## src/rtl/xcvr_pkg.sv

```systemverilog
package xcvr_pkg;

  // Strobes decoded by the control unit and consumed by the datapath.
  typedef struct packed {
    logic loadAtoB;     // rising edge seen on the A-to-B capture strobe
    logic loadBtoA;     // rising edge seen on the B-to-A capture strobe
    logic driveA;       // block drives bus A
    logic driveB;       // block drives bus B
    logic pickStoredA;  // bus A source is the B-to-A register
    logic pickStoredB;  // bus B source is the A-to-B register
    logic loopHold;     // both live paths enabled: buses keep held levels
  } xcvrStrobes_t;

endpackage

```

## src/rtl/xcvr_ctrl.sv

```systemverilog
module xcvr_ctrl
  import xcvr_pkg::*;
(
  input  logic         clk,
  input  logic         rstN,
  input  logic         captAtoB,
  input  logic         captBtoA,
  input  logic         selStoredA,
  input  logic         selStoredB,
  input  logic         enDriveB,
  input  logic         enDriveAN,
  output xcvrStrobes_t strobes
);

  logic prevAtoB;
  logic prevBtoA;

  // Edge detectors for both capture strobes, sampled on the system clock.
  always_ff @(posedge clk) begin
    if (!rstN) begin
      prevAtoB <= 1'b0;
      prevBtoA <= 1'b0;
    end else begin
      prevAtoB <= captAtoB;
      prevBtoA <= captBtoA;
    end
  end

  always_comb begin
    strobes.loadAtoB    = captAtoB && !prevAtoB;
    strobes.loadBtoA    = captBtoA && !prevBtoA;
    strobes.driveA      = !enDriveAN;
    strobes.driveB      = enDriveB;
    strobes.pickStoredA = selStoredA;
    strobes.pickStoredB = selStoredB;
    strobes.loopHold    = !enDriveAN && enDriveB && !selStoredA && !selStoredB;
  end

  // A strobe held high loads only once.
  p_single_load_ab_r4: assert property (@(posedge clk) disable iff (!rstN)
    strobes.loadAtoB |=> !strobes.loadAtoB);
  p_single_load_ba_r5: assert property (@(posedge clk) disable iff (!rstN)
    strobes.loadBtoA |=> !strobes.loadBtoA);

endmodule

```

## src/rtl/xcvr_dpath.sv

```systemverilog
module xcvr_dpath
  import xcvr_pkg::*;
#(
  parameter int W = 8
) (
  input  logic         clk,
  input  logic         rstN,
  input  xcvrStrobes_t strobes,
  input  logic [W-1:0] busAIn,
  input  logic         extADrv,
  input  logic [W-1:0] busBIn,
  input  logic         extBDrv,
  output logic [W-1:0] busAOut,
  output logic [W-1:0] busBOut
);

  localparam logic [W-1:0] ZERO = '0;

  logic [W-1:0] regAtoB, regBtoA;
  logic [W-1:0] holdA, holdB;
  logic [W-1:0] aExt, bExt;
  logic [W-1:0] aDrvVal, bDrvVal;
  logic [W-1:0] effA, effB;

  // Level each bus would have without the block driving it (bus keeper).
  assign aExt = extADrv ? busAIn : holdA;
  assign bExt = extBDrv ? busBIn : holdB;

  // Source muxes. Outside the loop state, a live path whose far side is
  // driven by the block necessarily comes from the far side's register.
  always_comb begin
    if (strobes.loopHold) begin
      aDrvVal = holdA;
      bDrvVal = holdB;
    end else begin
      if (strobes.pickStoredB)  bDrvVal = regAtoB;
      else if (strobes.driveA)  bDrvVal = regBtoA;
      else                      bDrvVal = aExt;
      if (strobes.pickStoredA)  aDrvVal = regBtoA;
      else if (strobes.driveB)  aDrvVal = regAtoB;
      else                      aDrvVal = bExt;
    end
  end

  assign effA = strobes.driveA ? aDrvVal : aExt;
  assign effB = strobes.driveB ? bDrvVal : bExt;

  always_ff @(posedge clk) begin
    if (!rstN) begin
      regAtoB <= ZERO;
      regBtoA <= ZERO;
      holdA   <= ZERO;
      holdB   <= ZERO;
    end else begin
      holdA <= effA;
      holdB <= effB;
      if (strobes.loadAtoB) regAtoB <= effA;
      if (strobes.loadBtoA) regBtoA <= effB;
    end
  end

  assign busAOut = effA;
  assign busBOut = effB;

  p_load_ab_r4: assert property (@(posedge clk) disable iff (!rstN)
    strobes.loadAtoB |=> regAtoB == $past(busAOut));
  p_load_ba_r5: assert property (@(posedge clk) disable iff (!rstN)
    strobes.loadBtoA |=> regBtoA == $past(busBOut));
  p_keeper_a_r8: assert property (@(posedge clk) disable iff (!rstN)
    (!strobes.driveA && !extADrv) |=> (!strobes.driveA && !extADrv) |-> $stable(busAOut));
  p_keeper_b_r8: assert property (@(posedge clk) disable iff (!rstN)
    (!strobes.driveB && !extBDrv) |=> (!strobes.driveB && !extBDrv) |-> $stable(busBOut));
  p_loop_stable_r7: assert property (@(posedge clk) disable iff (!rstN)
    strobes.loopHold |=> strobes.loopHold |-> ($stable(busAOut) && $stable(busBOut)));
  p_clean_src_b_r1: assert property (@(posedge clk) disable iff (!rstN)
    (strobes.driveB && !strobes.loopHold) |->
      (busBOut == regAtoB || busBOut == busAOut));
  p_clean_src_a_r2: assert property (@(posedge clk) disable iff (!rstN)
    (strobes.driveA && !strobes.loopHold) |->
      (busAOut == regBtoA || busAOut == busBOut));

endmodule

```

## src/rtl/dual_reg_xcvr.sv

```systemverilog
module dual_reg_xcvr
  import xcvr_pkg::*;
#(
  parameter int W = 8
) (
  input  logic         clk,
  input  logic         rstN,
  input  logic [W-1:0] busAIn,
  input  logic         extADrv,
  output logic [W-1:0] busAOut,
  output logic         busAOe,
  input  logic [W-1:0] busBIn,
  input  logic         extBDrv,
  output logic [W-1:0] busBOut,
  output logic         busBOe,
  input  logic         captAtoB,
  input  logic         captBtoA,
  input  logic         selStoredB,
  input  logic         selStoredA,
  input  logic         enDriveB,
  input  logic         enDriveAN
);

  xcvrStrobes_t strobes;

  xcvr_ctrl ctrl_i (
    .clk(clk), .rstN(rstN),
    .captAtoB(captAtoB), .captBtoA(captBtoA),
    .selStoredA(selStoredA), .selStoredB(selStoredB),
    .enDriveB(enDriveB), .enDriveAN(enDriveAN),
    .strobes(strobes)
  );

  xcvr_dpath #(.W(W)) dpath_i (
    .clk(clk), .rstN(rstN), .strobes(strobes),
    .busAIn(busAIn), .extADrv(extADrv),
    .busBIn(busBIn), .extBDrv(extBDrv),
    .busAOut(busAOut), .busBOut(busBOut)
  );

  assign busAOe = strobes.driveA;
  assign busBOe = strobes.driveB;

  p_oe_polarity_r3: assert property (@(posedge clk) disable iff (!rstN)
    (busAOe != enDriveAN) && (busBOe == enDriveB));

endmodule

```

## config.mk

```make
export PLATFORM = sky130hd
export DESIGN_NAME = dual_reg_xcvr
export DESIGN_NICKNAME = d
export VERILOG_FILES = /design/src/rtl/xcvr_pkg.sv /design/src/rtl/xcvr_ctrl.sv /design/src/rtl/xcvr_dpath.sv /design/src/rtl/dual_reg_xcvr.sv
export SDC_FILE = /design/constraint.sdc
export NUM_CORES = 1
export LEC_CHECK = 0
export BUFFER_PORTS_ARGS = -buffer_cell sky130_fd_sc_hd__buf_4
export CORE_ASPECT_RATIO = 1.75
export CORE_MARGIN = 2
export CORE_UTILIZATION = 38
export CTS_BUF_LIST = sky130_fd_sc_hd__clkbuf_8 sky130_fd_sc_hd__clkbuf_16
export CTS_CLUSTER_DIAMETER = 120
export DETAILED_ROUTE_END_ITERATION = 8
export PLACE_DENSITY_LB_ADDON = 0.05
export SLEW_MARGIN = 20
export SYNTH_ARGS = -nofsm -noshare
export SYNTH_HDL_FRONTEND = slang
export SYNTH_SLANG_ARGS = --single-unit
```

## constraint.sdc

```tcl
create_clock -name clk -period 2.5 [get_ports clk]
set_input_delay 0.75 -clock clk [delete_from_list [all_inputs] [get_ports clk]]
set_output_delay 0.75 -clock clk [all_outputs]
set_load 0.02 [all_outputs]
```

==> results of run 1 <==
cells in the final DEF, fill, tap and decap left out:
cell       instances
clkbuf_8           6
buf_6             17
nor2_1             1
o311ai_4           8
a21oi_1           28
nand3b_2           1
nand2_1           19
a22oi_2            6
mux2i_1            3
nand4bb_1          3
o22ai_2            6
o21ai_1            2
o211ai_1           8
mux2i_4            2
buf_12             3
a32oi_2            2
dfxtp_1           34
inv_2              1
inv_1             25
buf_16             1
and2_1             2
o21ai_2            1
a21oi_2           18
or3b_4             1
nand2_2            1
mux2i_2            3
o21ai_0           29
buf_4             59
nor2b_1           18
a22oi_1            2
or4bb_1            5
or2_4              1
routing by layer:
| metal | global-route usage [%] | wire length (um) |
|---|---|---|
| met1 | 25.30 | 2481 |
| met2 | 37.44 | 3141 |
| met3 | 3.093 | 223 |
| met4 | 8.916 | 145 |
| met5 | 0 | 0 |
through the flow:
| step | setup TNS [ns] | worst slack, ns | cell area, um2 | total power, W | cells |
|---|---|---|---|---|---|
| finish | -0.6750 | -0.07876 | 3024 | 0.001518 | 370 |
| CTS | -0.6953 | -0.06922 | 2939 | 0.001511 | 369 |
| global route | -1.143 | -0.1444 | 3024 | 0.001597 | 370 |
| detailed placement | -1.803 | -0.1666 | 2482 | 0.001024 | 356 |
| floorplan | 0 | 0.03664 | 1994 | 0.0008507 | 251 |
| global placement | -1.724 | -0.1584 | 2482 | 0.001022 | 356 |
final timing paths:
| kind | endpoint | depth (start not counted) | startpoint |
|---|---|---|---|
| worst min-delay path | dpath_i.regAtoB[1] | 2 | dpath_i.regAtoB[1] |
| worst min register to register | dpath_i.regAtoB[1] | 2 | dpath_i.regAtoB[1] |
| worst max register to register | dpath_i.regAtoB[4] | 6 | dpath_i.holdA[4] |
| worst max-delay path | busBOut[1] | 7 | selStoredA |
critical path, cell delays in order:
cell,delay (ns)
buf_12,0.11
or2_4,0.27
buf_6,0.15
o311ai_4,0.22
a21oi_2,0.11
inv_1,0.09
buf_6,0.12
final cells by class:
| cell class | count | area (um2) | share of cell area, % |
|---|---|---|---|
| Clock buffer | 6 | 82.58 | 2.731 |
| Inverter | 26 | 97.59 | 3.227 |
| Multi-Input combinational cell | 170 | 1374 | 45.43 |
| Sequential cell | 34 | 680.7 | 22.51 |
| Tap cell | 54 | 67.56 | 2.234 |
| Timing Repair Buffer | 80 | 721.9 | 23.87 |
sequential cells by signal, indices dropped and copies added, names as in the netlist:
signal / flops
dpath_i.regBtoA: 8
ctrl_i.prevBtoA: 1
ctrl_i.prevAtoB: 1
dpath_i.regAtoB: 8
dpath_i.holdA: 8
dpath_i.holdB: 8
repair_timing:
action,in CTS,in global routing
buffers inserted,6,1
hold buffers,0,0
cloned,1,0
resized for setup,59,19
endpoints found under the setup margin,15,16
pin swaps,26,12
power by group:
part | switching (W) | internal, W | total, W
sequential | 0.0000323 | 0.000586 | 0.000619
clock | 0.000177 | 0.000212 | 0.000389
combinational | 0.000261 | 0.000249 | 0.000510
cells by family (layout without fill, tap and decap cells):
group / after synthesis / count (layout) / synth area share (%)
AOI/OAI and AO/OA: 110 / 110 / 34.88
buffers and inverters: 47 / 112 / 10.92
DFF: 34 / 34 / 34.13
muxes: 8 / 8 / 4.015
and+or+nand+nor: 52 / 52 / 16.06
==> results.py, run 1 <==
metrics = {
    "run_status": {
        "status": "finished with violations",
        "violations": "DRC, setup timing",
    },
    "detailed_routing": {
        "drc": 3,
        "vias": 2096,
        "firstDrtPassIters": 6,
        "wl_um": 5991,
        "postRouteAntennaNets": 0,
        "viasPerCell": 5.665,
        "wl_per_cell_um": 16.19,
        "drtIter0Drc": 62,
    },
    "synthesis": {
        "avgSynthCellArea_um2": 7.946,
        "synth_most_common_cell": "a21oi_1",
        "async_flop_share_pct": 0,
        "synth_edf_count": 0,
        "yosys-top-cells-count": "a21oi_1, dfxtp_1, o21ai_0",
        "synth_cell_types": 28,
        "ys.flop_type": "dfxtp_1",
        "syn_inst": 251,
        "seq_area_frac_synth_pct": 34.13,
        "yosys_warnings": 0,
        "ys_ff_latch": 34,
        "syn_area_mm2": 0.001994,
        "synth_fp_nets": 277,
        "synth_top_area_cell": "dfxtp_1",
        "synth_area_leaders": "dfxtp_1, a21oi_1, o21ai_0",
        "synth_top_area_share_pct": 34.13,
    },
    "clocking": {
        "cts_made_buffers": 5,
        "h-tree-depth": 2,
        "clock_latency_ns": 0.28,
        "clk_pin_slew_ns": 0.06,
        "tritoncts": "built",
        "cts.path.max_buffers": 2,
        "cts.sinks": 34,
        "cts-root-buf": "clkbuf_8",
    },
    "sta": {
        "fin_worst_skew_ns": 0.003148,
        "worst_slack_ns": -0.07876,
        "final.min_clock_period_ns": 2.579,
        "maxSlewHeadroom_pct": 80.14,
        "tightest_slew_ns": 0.2895,
        "min_period_over_period_pct": 103.2,
        "drv_slew": 0,
        "hold_viol_final": 0,
        "setup_violations": 13,
        "fmax_ghz": 0.3878,
        "hold_ws_ns": 0.5665,
        "rsz0062_at_grt": "yes",
    },
    "die": {
        "core-area_mm2": 0.005020,
        "die_x_um": 58.77,
        "start_util_pct": 39.73,
        "fp-row-count": 34,
        "ios": 44,
        "die_h_um": 99.84,
        "dieArea_mm2": 0.005867,
    },
    "final_layout": {
        "n_antenna_cell": 0,
        "area_delta_synth_final_pct": 51.63,
        "drive_gt1_share_pct": 43.35,
        "filler_cell_count": 480,
        "fin_nets": 343,
        "fin_util_pct": 60.24,
    },
    "power_and_ir_drop": {
        "irDropWorstVdd_mv": 0.4039,
        "leakage_nw": 1.267,
        "p_per_area_mw_per_mm2": 502.0,
    },
    "global_route": {
        "grt.overflow.total": 0,
        "antenna_found_initial": 0,
        "grtUsageTotal_pct": 21.41,
        "grt_pass1_vias": 2056,
        "grt_pass1_wl_um": 9660,
        "grt_start_max_net_pins": 35,
    },
    "setup_path": {
        "cp_data_arrival_time_ns": 1.83,
        "worst_setup_path_start_kind": "input pin",
        "worst-setup-path-type": "input pin to primary output",
        "worst-endpoint-required_ns": 1.75,
        "rrSetupSlack_ns": 0.94,
        "critPathMaxFanout": 10,
        "end_kind": "primary output",
    },
    "place": {
        "hpwl_um": 4081,
        "portBuffers": 43,
        "gp_congestion": 0.8232,
    },
    "worst_hold_path": {
        "hold_path.class": "register to register",
    },
    "flow_run": {
        "cap_violations": 0,
    },
}
Note: power is estimated with default switching activity, not from simulation.
==> inputs of run 2 (changes only) <==
Settings changed: CTS_BUF_LIST sky130_fd_sc_hd__clkbuf_8 sky130_fd_sc_hd__clkbuf_16 to sky130_fd_sc_hd__clkbuf_2, PLACE_DENSITY_LB_ADDON 0.05 to 0.12.
==> run 2 against run 1 <==
- largest cell class unchanged
- global-route usage fell by 0.19 points
- the flow still finishes with violations (DRC, setup timing)
- die area is the same
- final area is 5.4% higher
- routed wire length is 6.0% higher
- clock power is 20% higher
- core utilization increased by 3.3 points
==> results.py, run 2 (synthesis gave the netlist of run 1 again) <==
metrics = {
    "die": {
        "start_util_pct": 39.73,
        "dieArea_mm2": 0.005867,
        "fp-row-count": 34,
        "core-area_mm2": 0.005020,
        "die_h_um": 99.84,
        "die_x_um": 58.77,
        "ios": 44,
    },
    "clocking": {
        "clk_pin_slew_ns": 0.20,
        "tritoncts": "built",
        "cts.sinks": 34,
        "cts.path.max_buffers": 2,
        "cts-root-buf": "clkbuf_2",
        "clock_latency_ns": 0.40,
        "ctsHoldBuffers": 0,
        "h-tree-depth": 2,
        "cts_made_buffers": 5,
    },
    "setup_path": {
        "end_kind": "primary output",
        "r2r_end": "dpath_i.regAtoB[2]",
        "reg2reg_depth": 6,
        "slowest_delay_ns": 0.28,
        "critPathMaxFanout": 6,
        "rrSetupSlack_ns": 0.95,
        "worst_setup_path_start_kind": "input pin",
        "crit_buf_inv": 4,
        "cp_data_arrival_time_ns": 1.82,
        "cp_cell_sequence": "buf_12, or2_4, buf_12, o311ai_4, a32oi_2, inv_1, buf_6",
        "path_delay_family": "buffers and inverters",
        "worst-endpoint-required_ns": 1.75,
        "crit_slowest_cell": "or2_4",
        "r2r-start": "dpath_i.holdA[2]",
        "worst-setup-path-type": "input pin to primary output",
        "crit_top_cell": "buf_12",
    },
    "sta": {
        "setup_violations": 14,
        "final.min_clock_period_ns": 2.571,
        "fmax_ghz": 0.3890,
        "hold_viol_final": 0,
        "tightest_slew_ns": 0.3479,
        "min_period_over_period_pct": 102.8,
        "hold_ws_ns": 0.5432,
        "rsz0062_at_grt": "yes",
        "drv_slew": 0,
        "maxSlewHeadroom_pct": 76.70,
        "worst_slack_ns": -0.07072,
        "fin_worst_skew_ns": 0.02387,
    },
    "global_route": {
        "antenna_found_initial": 0,
        "grt_start_max_net_pins": 35,
        "grt_pass1_wl_um": 9673,
        "grtUsageTotal_pct": 21.22,
        "grt.overflow.total": 0,
        "grt_pass1_vias": 2076,
    },
    "final_layout": {
        "final_common_cell": "buf_4",
        "n_antenna_cell": 0,
        "drive_gt1_share_pct": 44.51,
        "final_cells": 382,
        "most-common-layout-cells": "buf_4, dfxtp_1, o21ai_0",
        "filler_cell_count": 436,
        "fin_nets": 353,
        "area_delta_synth_final_pct": 59.85,
    },
    "run_status": {
        "status": "finished with violations",
        "violations": "DRC, setup timing",
    },
    "place": {
        "placed_cells": 365,
        "hpwl_um": 3963,
        "gp_congestion": 0.8451,
        "portBuffers": 43,
        "place_ws_ns": -0.1189,
    },
    "worst_hold_path": {
        "min_to": "ctrl_i.prevAtoB",
        "hold_path.class": "input pin to register",
        "holdPathStages": 2,
        "holdCritStartpoint": "captAtoB",
    },
    "power_and_ir_drop": {
        "power_frac_seq_pct": 37.8,
        "p_per_area_mw_per_mm2": 511.7,
        "irDropWorstVdd_mv": 0.3720,
        "leakage_nw": 1.356,
        "clock_power_share_pct": 28.6,
        "p_sw_share_pct": 30.88,
        "intPower_w": 0.001128,
        "combPwrFrac_pct": 33.5,
        "p_switching_w": 0.0005038,
    },
    "detailed_routing": {
        "wl_per_cell_um": 16.62,
        "firstDrtPassIters": 6,
        "drtIter0Drc": 79,
        "vias": 2132,
        "postRouteAntennaNets": 0,
        "drc": 4,
        "viasPerCell": 5.581,
        "wl_um": 6348,
    },
    "flow_run": {
        "cap_violations": 0,
    },
}
[run 2: changes by cell type in the layout (fill, tap and decap cells not counted), moves of 3 or more]
cell      before  now
clkbuf_2       0    5
clkbuf_8       6    0
a21oi_1       28   25
o21ai_1        2    6
o21ai_0       29   26
buf_6         17   20
[run 2: stage by stage]
stage	util [%]	power (W)	TNS, ns	area [um2]
2_1_floorplan	-	0.0008507	0	1994
3_3_place_gp	51.05	0.001038	-1.513	2562
3_5_place_dp	51.05	0.001041	-1.478	2562
4_1_cts	59.05	0.001586	-0.6909	2964
5_1_grt	63.51	0.001703	-1.172	3188
6_report	63.51	0.001631	-0.6598	3188
[run 2: worst max path at each step]
stage	slack [ns]	cells past startpoint	from	endpoint
finish	-0.07	7	selStoredA	busBOut[0]
CTS	-0.08	6	selStoredB	busAOut[4]
global placement	-0.13	6	selStoredA	busAOut[5]
detailed placement	-0.12	7	selStoredA	busBOut[6]
global route	-0.10	7	selStoredA	busBOut[2]
floorplan	0.04	6	enDriveAN	busBOut[0]
[run 2: layout make-up]
cell class / count / area, um2 / area share, %
well taps: 54 / 67.56 / 2.119
clock buffers: 5 / 25.02 / 0.7849
inverters: 26 / 100.1 / 3.140
flip-flops and latches: 34 / 680.7 / 21.35
multi-input cells: 170 / 1375 / 43.13
clock inverters: 3 / 63.81 / 2.002
repair buffers: 90 / 875.8 / 27.47
[run 2: power groups by stage]
stage / logic (W) / registers [W] / clock network, W
2_1_floorplan: 0.000235 / 0.000616 / 0
3_3_place_gp: 0.000411 / 0.000627 / 0
3_5_place_dp: 0.000414 / 0.000626 / 0
4_1_cts: 0.000493 / 0.000615 / 0.000478
5_1_grt: 0.000585 / 0.000624 / 0.000493
6_report: 0.000547 / 0.000617 / 0.000467
[run 2: repair_timing]
item | CTS | global route
gates resized for setup | 54 | 35
buffers inserted | 5 | 1
endpoints found under the setup margin | 16 | 16
pin swaps | 17 | 8
cloned | 1 | 2
[run 2: metal layers]
metal / GRT usage (%) / share of wire (%)
met1: 25.82 / 41
met2: 34.70 / 52
met3: 3.608 / 4.1
met4: 11.36 / 3.5
met5: 0 / 0
